--- src/rtl/dram_cbr_pkg.sv ---
package dram_cbr_pkg;

    typedef enum logic [2:0] {
        ST_IDLE,
        ST_ASK,
        ST_PARK,
        ST_CAS_LEAD,
        ST_ROW_LOW,
        ST_RECOVER,
        ST_FINISH
    } cbr_state_e;

    typedef struct packed {
        logic row_n;
        logic col_n;
        logic own;
        logic ask;
        logic fin;
    } cbr_drive_t;

    // Round a duration in ns up to whole clock cycles, never below one.
    function automatic int ns_to_cyc(input int ns, input int clk_khz);
        longint prod;
        int     cyc;
        prod = longint'(ns) * longint'(clk_khz);
        cyc  = int'((prod + 64'd999999) / 64'd1000000);
        return (cyc < 1) ? 1 : cyc;
    endfunction

    function automatic int imax(input int a, input int b);
        return (a > b) ? a : b;
    endfunction

    // Cycles between refresh credits: the retention window split evenly over rows.
    function automatic int credit_interval(input int window_us, input int rows, input int clk_khz);
        longint step_ns;
        step_ns = longint'(window_us) * 64'd1000 / longint'(rows);
        return int'(step_ns * longint'(clk_khz) / 64'd1000000);
    endfunction

endpackage

--- src/rtl/cbr_interval_timer.sv ---
module cbr_interval_timer #(
    parameter int INTERVAL = 1953
) (
    input  logic clk,
    input  logic rst,
    output logic tick
);
    localparam int TW = (INTERVAL > 1) ? $clog2(INTERVAL) : 1;
    localparam logic [TW-1:0] LAST = TW'(INTERVAL - 1);

    logic [TW-1:0] cnt;

    always_ff @(posedge clk) begin
        if (rst) begin
            cnt <= '0;
        end else if (cnt == LAST) begin
            cnt <= '0;
        end else begin
            cnt <= cnt + 1'b1;
        end
    end

    assign tick = (cnt == LAST);

    generate
        if (INTERVAL > 1) begin : g_spacing
            p_tick_spacing_r1: assert property (@(posedge clk) disable iff (rst)
                tick |=> !tick);
        end
    endgenerate

endmodule

--- src/rtl/cbr_pending_ctr.sv ---
module cbr_pending_ctr #(
    parameter int PEND_MAX = 8
) (
    input  logic clk,
    input  logic rst,
    input  logic add,
    input  logic take,
    output logic nonzero
);
    localparam int PW = $clog2(PEND_MAX + 1);
    localparam logic [PW-1:0] CAP = PW'(PEND_MAX);

    logic [PW-1:0] count;

    always_ff @(posedge clk) begin
        if (rst) begin
            count <= '0;
        end else begin
            case ({add, take})
                2'b10:   if (count != CAP) count <= count + 1'b1;
                2'b01:   if (count != '0)  count <= count - 1'b1;
                default: count <= count;
            endcase
        end
    end

    assign nonzero = (count != '0);

    p_cap_r7: assert property (@(posedge clk) disable iff (rst)
        count <= CAP);
    p_take_nonzero_r7: assert property (@(posedge clk) disable iff (rst)
        take |-> count != '0);
    p_no_wrap_r7: assert property (@(posedge clk) disable iff (rst)
        ($past(count) == CAP && count != CAP) |-> $past(take));

endmodule

--- src/rtl/cbr_sequencer.sv ---
module cbr_sequencer
    import dram_cbr_pkg::*;
#(
    parameter int PARK_CYC  = 2,
    parameter int LEAD_CYC  = 1,
    parameter int HOLD_CYC  = 1,
    parameter int ROW_CYC   = 4
) (
    input  logic clk,
    input  logic rst,
    input  logic pending,
    input  logic gnt,
    output logic take,
    output cbr_drive_t drv
);
    localparam int MAXC = imax(imax(PARK_CYC, LEAD_CYC), ROW_CYC);
    localparam int CW   = $clog2(MAXC + 1);
    localparam logic [CW-1:0] PARK_LD = CW'(PARK_CYC - 1);
    localparam logic [CW-1:0] LEAD_LD = CW'(LEAD_CYC - 1);
    localparam logic [CW-1:0] ROW_LD  = CW'(ROW_CYC - 1);
    localparam logic [CW-1:0] HOLD_TH = CW'(ROW_CYC - HOLD_CYC);

    cbr_state_e    st, st_nx;
    logic [CW-1:0] cnt, cnt_nx;
    logic          cnt_end;

    assign cnt_end = (cnt == '0);

    always_comb begin
        st_nx  = st;
        cnt_nx = cnt_end ? cnt : cnt - 1'b1;
        case (st)
            ST_IDLE:     if (pending) st_nx = ST_ASK;
            ST_ASK:      if (gnt) begin st_nx = ST_PARK; cnt_nx = PARK_LD; end
            ST_PARK:     if (cnt_end) begin st_nx = ST_CAS_LEAD; cnt_nx = LEAD_LD; end
            ST_CAS_LEAD: if (cnt_end) begin st_nx = ST_ROW_LOW; cnt_nx = ROW_LD; end
            ST_ROW_LOW:  if (cnt_end) begin st_nx = ST_RECOVER; cnt_nx = PARK_LD; end
            ST_RECOVER: begin
                if (cnt_end) begin
                    if (pending) begin
                        st_nx  = ST_CAS_LEAD;
                        cnt_nx = LEAD_LD;
                    end else begin
                        st_nx = ST_FINISH;
                    end
                end
            end
            ST_FINISH:   st_nx = ST_IDLE;
            default:     st_nx = ST_IDLE;
        endcase
    end

    always_ff @(posedge clk) begin
        if (rst) begin
            st  <= ST_IDLE;
            cnt <= '0;
        end else begin
            st  <= st_nx;
            cnt <= cnt_nx;
        end
    end

    always_comb begin
        drv.row_n = (st != ST_ROW_LOW);
        drv.col_n = !((st == ST_CAS_LEAD) || (st == ST_ROW_LOW && cnt >= HOLD_TH));
        drv.own   = (st == ST_PARK) || (st == ST_CAS_LEAD) ||
                    (st == ST_ROW_LOW) || (st == ST_RECOVER);
        drv.ask   = drv.own || (st == ST_ASK);
        drv.fin   = (st == ST_FINISH);
    end

    assign take = (st == ST_ROW_LOW) && cnt_end;

    p_grant_first_r2: assert property (@(posedge clk) disable iff (rst)
        $rose(drv.own) |-> $past(gnt));
    p_cas_setup_r3: assert property (@(posedge clk) disable iff (rst)
        $fell(drv.row_n) |-> (!drv.col_n && $past(!drv.col_n)));
    p_cas_release_r4: assert property (@(posedge clk) disable iff (rst)
        ($rose(drv.col_n) && drv.own) |-> !drv.row_n);
    p_ras_rise_cas_high_r4: assert property (@(posedge clk) disable iff (rst)
        $rose(drv.row_n) |-> drv.col_n);
    p_done_parked_r8: assert property (@(posedge clk) disable iff (rst)
        drv.fin |-> (drv.row_n && drv.col_n && !drv.own && !drv.ask));
    p_done_single_r8: assert property (@(posedge clk) disable iff (rst)
        drv.fin |=> !drv.fin);

endmodule

--- src/rtl/dram_cbr_refresh.sv ---
module dram_cbr_refresh
    import dram_cbr_pkg::*;
#(
    parameter int CLK_KHZ   = 125000,
    parameter int ROWS      = 512,
    parameter int WINDOW_US = 8000,
    parameter int PEND_MAX  = 8,
    parameter int T_RPC_NS  = 10,
    parameter int T_CSR_NS  = 5,
    parameter int T_CHR_NS  = 7,
    parameter int T_RAS_NS  = 25,
    parameter int T_RC_NS   = 43,
    parameter int T_RP_NS   = 15
) (
    input  logic clk,
    input  logic rst,
    output logic ref_req,
    input  logic ref_gnt,
    output logic ref_done,
    output logic ras_n,
    output logic cas_lo_n,
    output logic cas_hi_n,
    output logic we_n,
    output logic bus_own
);
    localparam int INTERVAL = credit_interval(WINDOW_US, ROWS, CLK_KHZ);
    localparam int LEAD_CYC = ns_to_cyc(T_CSR_NS, CLK_KHZ);
    localparam int HOLD_CYC = ns_to_cyc(T_CHR_NS, CLK_KHZ);
    localparam int PARK_CYC = imax(ns_to_cyc(T_RP_NS, CLK_KHZ), ns_to_cyc(T_RPC_NS, CLK_KHZ));
    localparam int ROW_CYC  = imax(imax(ns_to_cyc(T_RAS_NS, CLK_KHZ), HOLD_CYC + 1),
                                   ns_to_cyc(T_RC_NS, CLK_KHZ) - PARK_CYC);

    logic       tick;
    logic       pending;
    logic       take;
    cbr_drive_t drv;

    cbr_interval_timer #(.INTERVAL(INTERVAL)) u_timer (
        .clk  (clk),
        .rst  (rst),
        .tick (tick)
    );

    cbr_pending_ctr #(.PEND_MAX(PEND_MAX)) u_pending (
        .clk     (clk),
        .rst     (rst),
        .add     (tick),
        .take    (take),
        .nonzero (pending)
    );

    cbr_sequencer #(
        .PARK_CYC (PARK_CYC),
        .LEAD_CYC (LEAD_CYC),
        .HOLD_CYC (HOLD_CYC),
        .ROW_CYC  (ROW_CYC)
    ) u_seq (
        .clk     (clk),
        .rst     (rst),
        .pending (pending),
        .gnt     (ref_gnt),
        .take    (take),
        .drv     (drv)
    );

    assign ref_req  = drv.ask;
    assign ref_done = drv.fin;
    assign ras_n    = drv.row_n;
    assign cas_lo_n = drv.col_n;
    assign cas_hi_n = drv.col_n;
    assign we_n     = 1'b1;
    assign bus_own  = drv.own;

    p_req_held_r2: assert property (@(posedge clk) disable iff (rst)
        $fell(ref_req) |-> ref_done);
    p_idle_quiet_r9: assert property (@(posedge clk) disable iff (rst)
        (!ref_gnt && !bus_own) |-> (ras_n && cas_lo_n && cas_hi_n));

endmodule

--- config.mk ---
export PLATFORM = sky130hd
export DESIGN_NAME = dram_cbr_refresh
export DESIGN_NICKNAME = d
export VERILOG_FILES = /design/src/rtl/dram_cbr_pkg.sv /design/src/rtl/cbr_interval_timer.sv /design/src/rtl/cbr_pending_ctr.sv /design/src/rtl/cbr_sequencer.sv /design/src/rtl/dram_cbr_refresh.sv
export SDC_FILE = /design/constraint.sdc
export NUM_CORES = 1
export LEC_CHECK = 0
export BUFFER_PORTS_ARGS = -buffer_cell sky130_fd_sc_hd__buf_4
export CAP_MARGIN = 15
export CORE_MARGIN = 5
export CORE_UTILIZATION = 64
export CTS_CLUSTER_DIAMETER = 40
export CTS_CLUSTER_SIZE = 12
export DETAILED_ROUTE_END_ITERATION = 8
export PLACE_DENSITY = 0.83
export SETUP_SLACK_MARGIN = 0.02
export SYNTH_ARGS = -nofsm -noshare
export SYNTH_HDL_FRONTEND = slang
export SYNTH_SLANG_ARGS = --single-unit
--- constraint.sdc ---
create_clock -name clk -period 5.8 [get_ports clk]
set_input_delay 1.16 -clock clk [delete_from_list [all_inputs] [get_ports clk]]
set_output_delay 1.16 -clock clk [all_outputs]
set_load 0.005 [all_outputs]
==> reports/summary.md <==
## Run
• 0 — max cap viols

## Floorplanning
• 10 — number of top-level pins
• 58.0 um — Die Span X
• 2210 sq um — core area
• 58.0 um — height of the chip
• 3360 sq um — die area
• 66.6% — starting density of the core
• 17 — Core Rows

## Yosys
• 28.5% — fraction of the yosys area taken by sequential cells
• 7.92 sq um — Mean Syn Cell Area
• 0 — EDFF count, synth
• 21 — number of register bits inferred by synthesis
• sky130_fd_sc_hd__dfxtp_1 — leading register cell type out of synthesis
• sky130_fd_sc_hd__dfxtp_1 — leading area contributor after synthesis
• 186 — cells after synthesis
• 0% — post-synthesis async set-or-reset flop share
• 1470 sq um — Syn Std Cell Area
• 28.5% — top cell type's share of synthesized area
• 46 — Distinct cells, synth
• 199 — Synth Net Count
• sky130_fd_sc_hd__dfxtp_1 29%, sky130_fd_sc_hd__ha_1 8.5%, sky130_fd_sc_hd__nor2_1 5.6% — leading cell types by total area after synthesis
• 0 — total number of yosys warnings

## Final layout
• 1540 sq um — post-route design area
• 4.24% — layout overhead on the synthesized area
• 0 — ANT cells
• 201 — Final #Nets
• 9.09% — share of cells above drive strength 1

## Detailed routing
• 1313 — detailed-route via count
• 2.96 mm — total wire length
• 6.11 — number of vias per cell
• 57 — violation count after the first detailed-route iteration
• 133 um — Routed met3 length
• 0 — antenna-violating nets left
• met4 — highest layer used for signal routing
• 13.8 um — mean routed wirelength per cell
• 1.35 mm — routed length on met1
• 0 — DRC viols
• 4 — Pre-antenna DRT Iters
• 1.40 mm — routed wire length on met2

## Pwr
• 319 nW/um^2 — power per standard cell area
• 0.491 mW — Pwr Total
• 0.242 mV — IR Drop Worst-Case VDD
• 0.597 nW — reported leakage power

## Place
• 8 — count of input and output buffers
• 0.851 — Final Wtd Congestion
• 3.00 ns — Post-Place Setup Slack
• 1510 sq um — placed instance area
• 2.19 mm — post-DP HPWL

## Status
• completed — result of the run

## Timing
• 0 ns — Setup Total Neg Slack
• 0.0101 ns — worst-case clock skew
• 0 — final number of max-transition violations
• 0 — final hold violation count
• 0.322 GHz — Max Clock Freq
• 0.597 ns — Worst Max-Slew Pin Slew
• 3.10 ns — clock period minus worst slack
• 53.5% — final worst path period share
• false — setup repair after global routing missed its margin
• 2.70 ns — min setup slack post-route
• 60.1% — relative max-transition margin
• 0 — Setup violations, final

## Clocking
• 0 — number of hold buffers added after cts
• 21 — count of clock tree sinks
• 0 — Setup Buffers After CTS
• 0 — total of cells resized after clock tree synthesis
• 1 — level count of the clock H-tree
• done — clock tree from TritonCTS
• sky130_fd_sc_hd__clkbuf_4 — root cell of the clock tree
• 0.11 ns — clock transition time at the flip-flop clock pins of the worst setup and hold paths
• 2 — buffer levels on the longest clock path
• 3 — cts bufs inserted
• 0.31 ns — worst skew pair latency

## Worst setup path
• 1.94 ns — Crit path arrival time
• flip-flop to output port — type of the setup path with the least slack
• output port — kind of end point of the critical path
• 21 — crit-path max FO
• flip-flop — element type at the critical path start
• 4.64 ns — CP required

## Global routing
• 22 — largest net degree at the start of global routing
• 0 — total congestion overflow
• 19.2% — total routing usage reported by global routing
• 1156 — vias in the first global route
• 5.12 mm — wire length of the first global-routing pass
• 0 — antenna violations before repair

## Hold path
• flip-flop to flip-flop — worst hold path type

==> cell usage in the layout (no fill, tap or decap), types with 2 or more instances in the layout <==
cell                         n
sky130_fd_sc_hd__nor4_1      3
sky130_fd_sc_hd__buf_4       8
sky130_fd_sc_hd__xor2_1      7
sky130_fd_sc_hd__mux2i_1     2
sky130_fd_sc_hd__nand4_1     2
sky130_fd_sc_hd__nand2b_1    4
sky130_fd_sc_hd__a2111oi_0   2
sky130_fd_sc_hd__or3b_1      2
sky130_fd_sc_hd__dfxtp_1    21
sky130_fd_sc_hd__and3b_1     3
sky130_fd_sc_hd__a211oi_1    3
sky130_fd_sc_hd__and4_1      3
sky130_fd_sc_hd__inv_1      10
sky130_fd_sc_hd__nor2b_1     3
sky130_fd_sc_hd__nand3_1     7
sky130_fd_sc_hd__a211o_1     2
sky130_fd_sc_hd__and3_1      2
sky130_fd_sc_hd__nor2_1     22
sky130_fd_sc_hd__a21oi_1    11
sky130_fd_sc_hd__o21ai_0     7
sky130_fd_sc_hd__xnor2_1     5
sky130_fd_sc_hd__a221oi_1    2
sky130_fd_sc_hd__nand2_1    13
sky130_fd_sc_hd__nor3_1      7
sky130_fd_sc_hd__nor3b_1     4
sky130_fd_sc_hd__clkbuf_4    3
sky130_fd_sc_hd__ha_1       10
sky130_fd_sc_hd__o21bai_1    2
==> stage by stage <==
step | hold WS (ns) | utilization, % | std cells
after detailed placement | 0.496 | 68.2 | 211
after global routing | 0.552 | 69.5 | 215
after floorplan | 0.441 | - | 186
final | 0.519 | 69.5 | 215
after global placement | 0.460 | 68.2 | 211
after CTS | 0.525 | 69.5 | 215
==> report_power, final <==
part	internal, mW	switching (mW)
combinational	0.0977	0.119
clock	0.0258	0.0456
sequential	0.163	0.0400
total	0.286	0.204
==> layout make-up <==
class / instances / area (sq um)
clock inverters: 1 / 5.00
repair buffers: 8 / 60.1
inverters: 10 / 37.5
multi-input cells: 144 / 956
flip-flops and latches: 21 / 420
clock buffers: 3 / 22.5
well taps: 28 / 35.0
fillers: 187 / 676
==> layer usage <==
metal	GRT usage, %	vias up
met5	0	-
met4	7.62	0
met3	3.12	7
met2	31.6	29
met1	24.8	614
li1	-	663
==> critical path, cell delays in order (launching register included) <==
cell and delay (ns):
sky130_fd_sc_hd__dfxtp_1 0.72, sky130_fd_sc_hd__ha_1 0.40, sky130_fd_sc_hd__inv_1 0.15, sky130_fd_sc_hd__o21ai_0 0.17
sky130_fd_sc_hd__buf_4 0.20
==> registers in the layout, indices dropped and copies added (netlist names) <==
name / cells
u_timer.cnt: 11
u_pending.count: 4
u_seq.cnt: 3
u_seq.st: 3
==> cell usage after synthesis, types with 3 or more instances <==
library cell,count
sky130_fd_sc_hd__nor2_1,22
sky130_fd_sc_hd__dfxtp_1,21
sky130_fd_sc_hd__nand2_1,13
sky130_fd_sc_hd__a21oi_1,11
sky130_fd_sc_hd__ha_1,10
sky130_fd_sc_hd__inv_1,10
sky130_fd_sc_hd__nand3_1,7
sky130_fd_sc_hd__nor3_1,7
sky130_fd_sc_hd__o21ai_0,7
sky130_fd_sc_hd__xor2_1,7
sky130_fd_sc_hd__clkbuf_1,5
sky130_fd_sc_hd__xnor2_1,5
sky130_fd_sc_hd__nand2b_1,4
sky130_fd_sc_hd__nor3b_1,4
sky130_fd_sc_hd__a211oi_1,3
sky130_fd_sc_hd__and3b_1,3
sky130_fd_sc_hd__and4_1,3
sky130_fd_sc_hd__buf_2,3
sky130_fd_sc_hd__nor2b_1,3
sky130_fd_sc_hd__nor4_1,3
==> final timing paths <==
| path | startpoint | endpoint | slack (ns) | cells past startpoint |
|---|---|---|---|---|
| setup / recovery | u_seq.st[2] | ref_req | 2.70 | 4 |
| hold / removal | u_timer.cnt[0] | u_timer.cnt[0] | 0.52 | 1 |
| setup reg to reg | u_seq.st[2] | u_pending.count[2] | 2.95 | 10 |
| hold reg to reg | u_timer.cnt[0] | u_timer.cnt[0] | 0.52 | 1 |
==> kinds of logic after synthesis <==
| group | after synthesis | share of synthesized area, % |
|---|---|---|
| compound gates | 38 | 17.3 |
| xor+xnor | 12 | 7.13 |
| fa+ha+maj | 10 | 8.49 |
| buf+inv | 21 | 6.62 |
| flops | 21 | 28.5 |
| mux | 3 | 2.38 |
| other cells | 1 | 0.254 |
| simple gates | 80 | 29.3 |
Power figures use the tool's default switching activity.
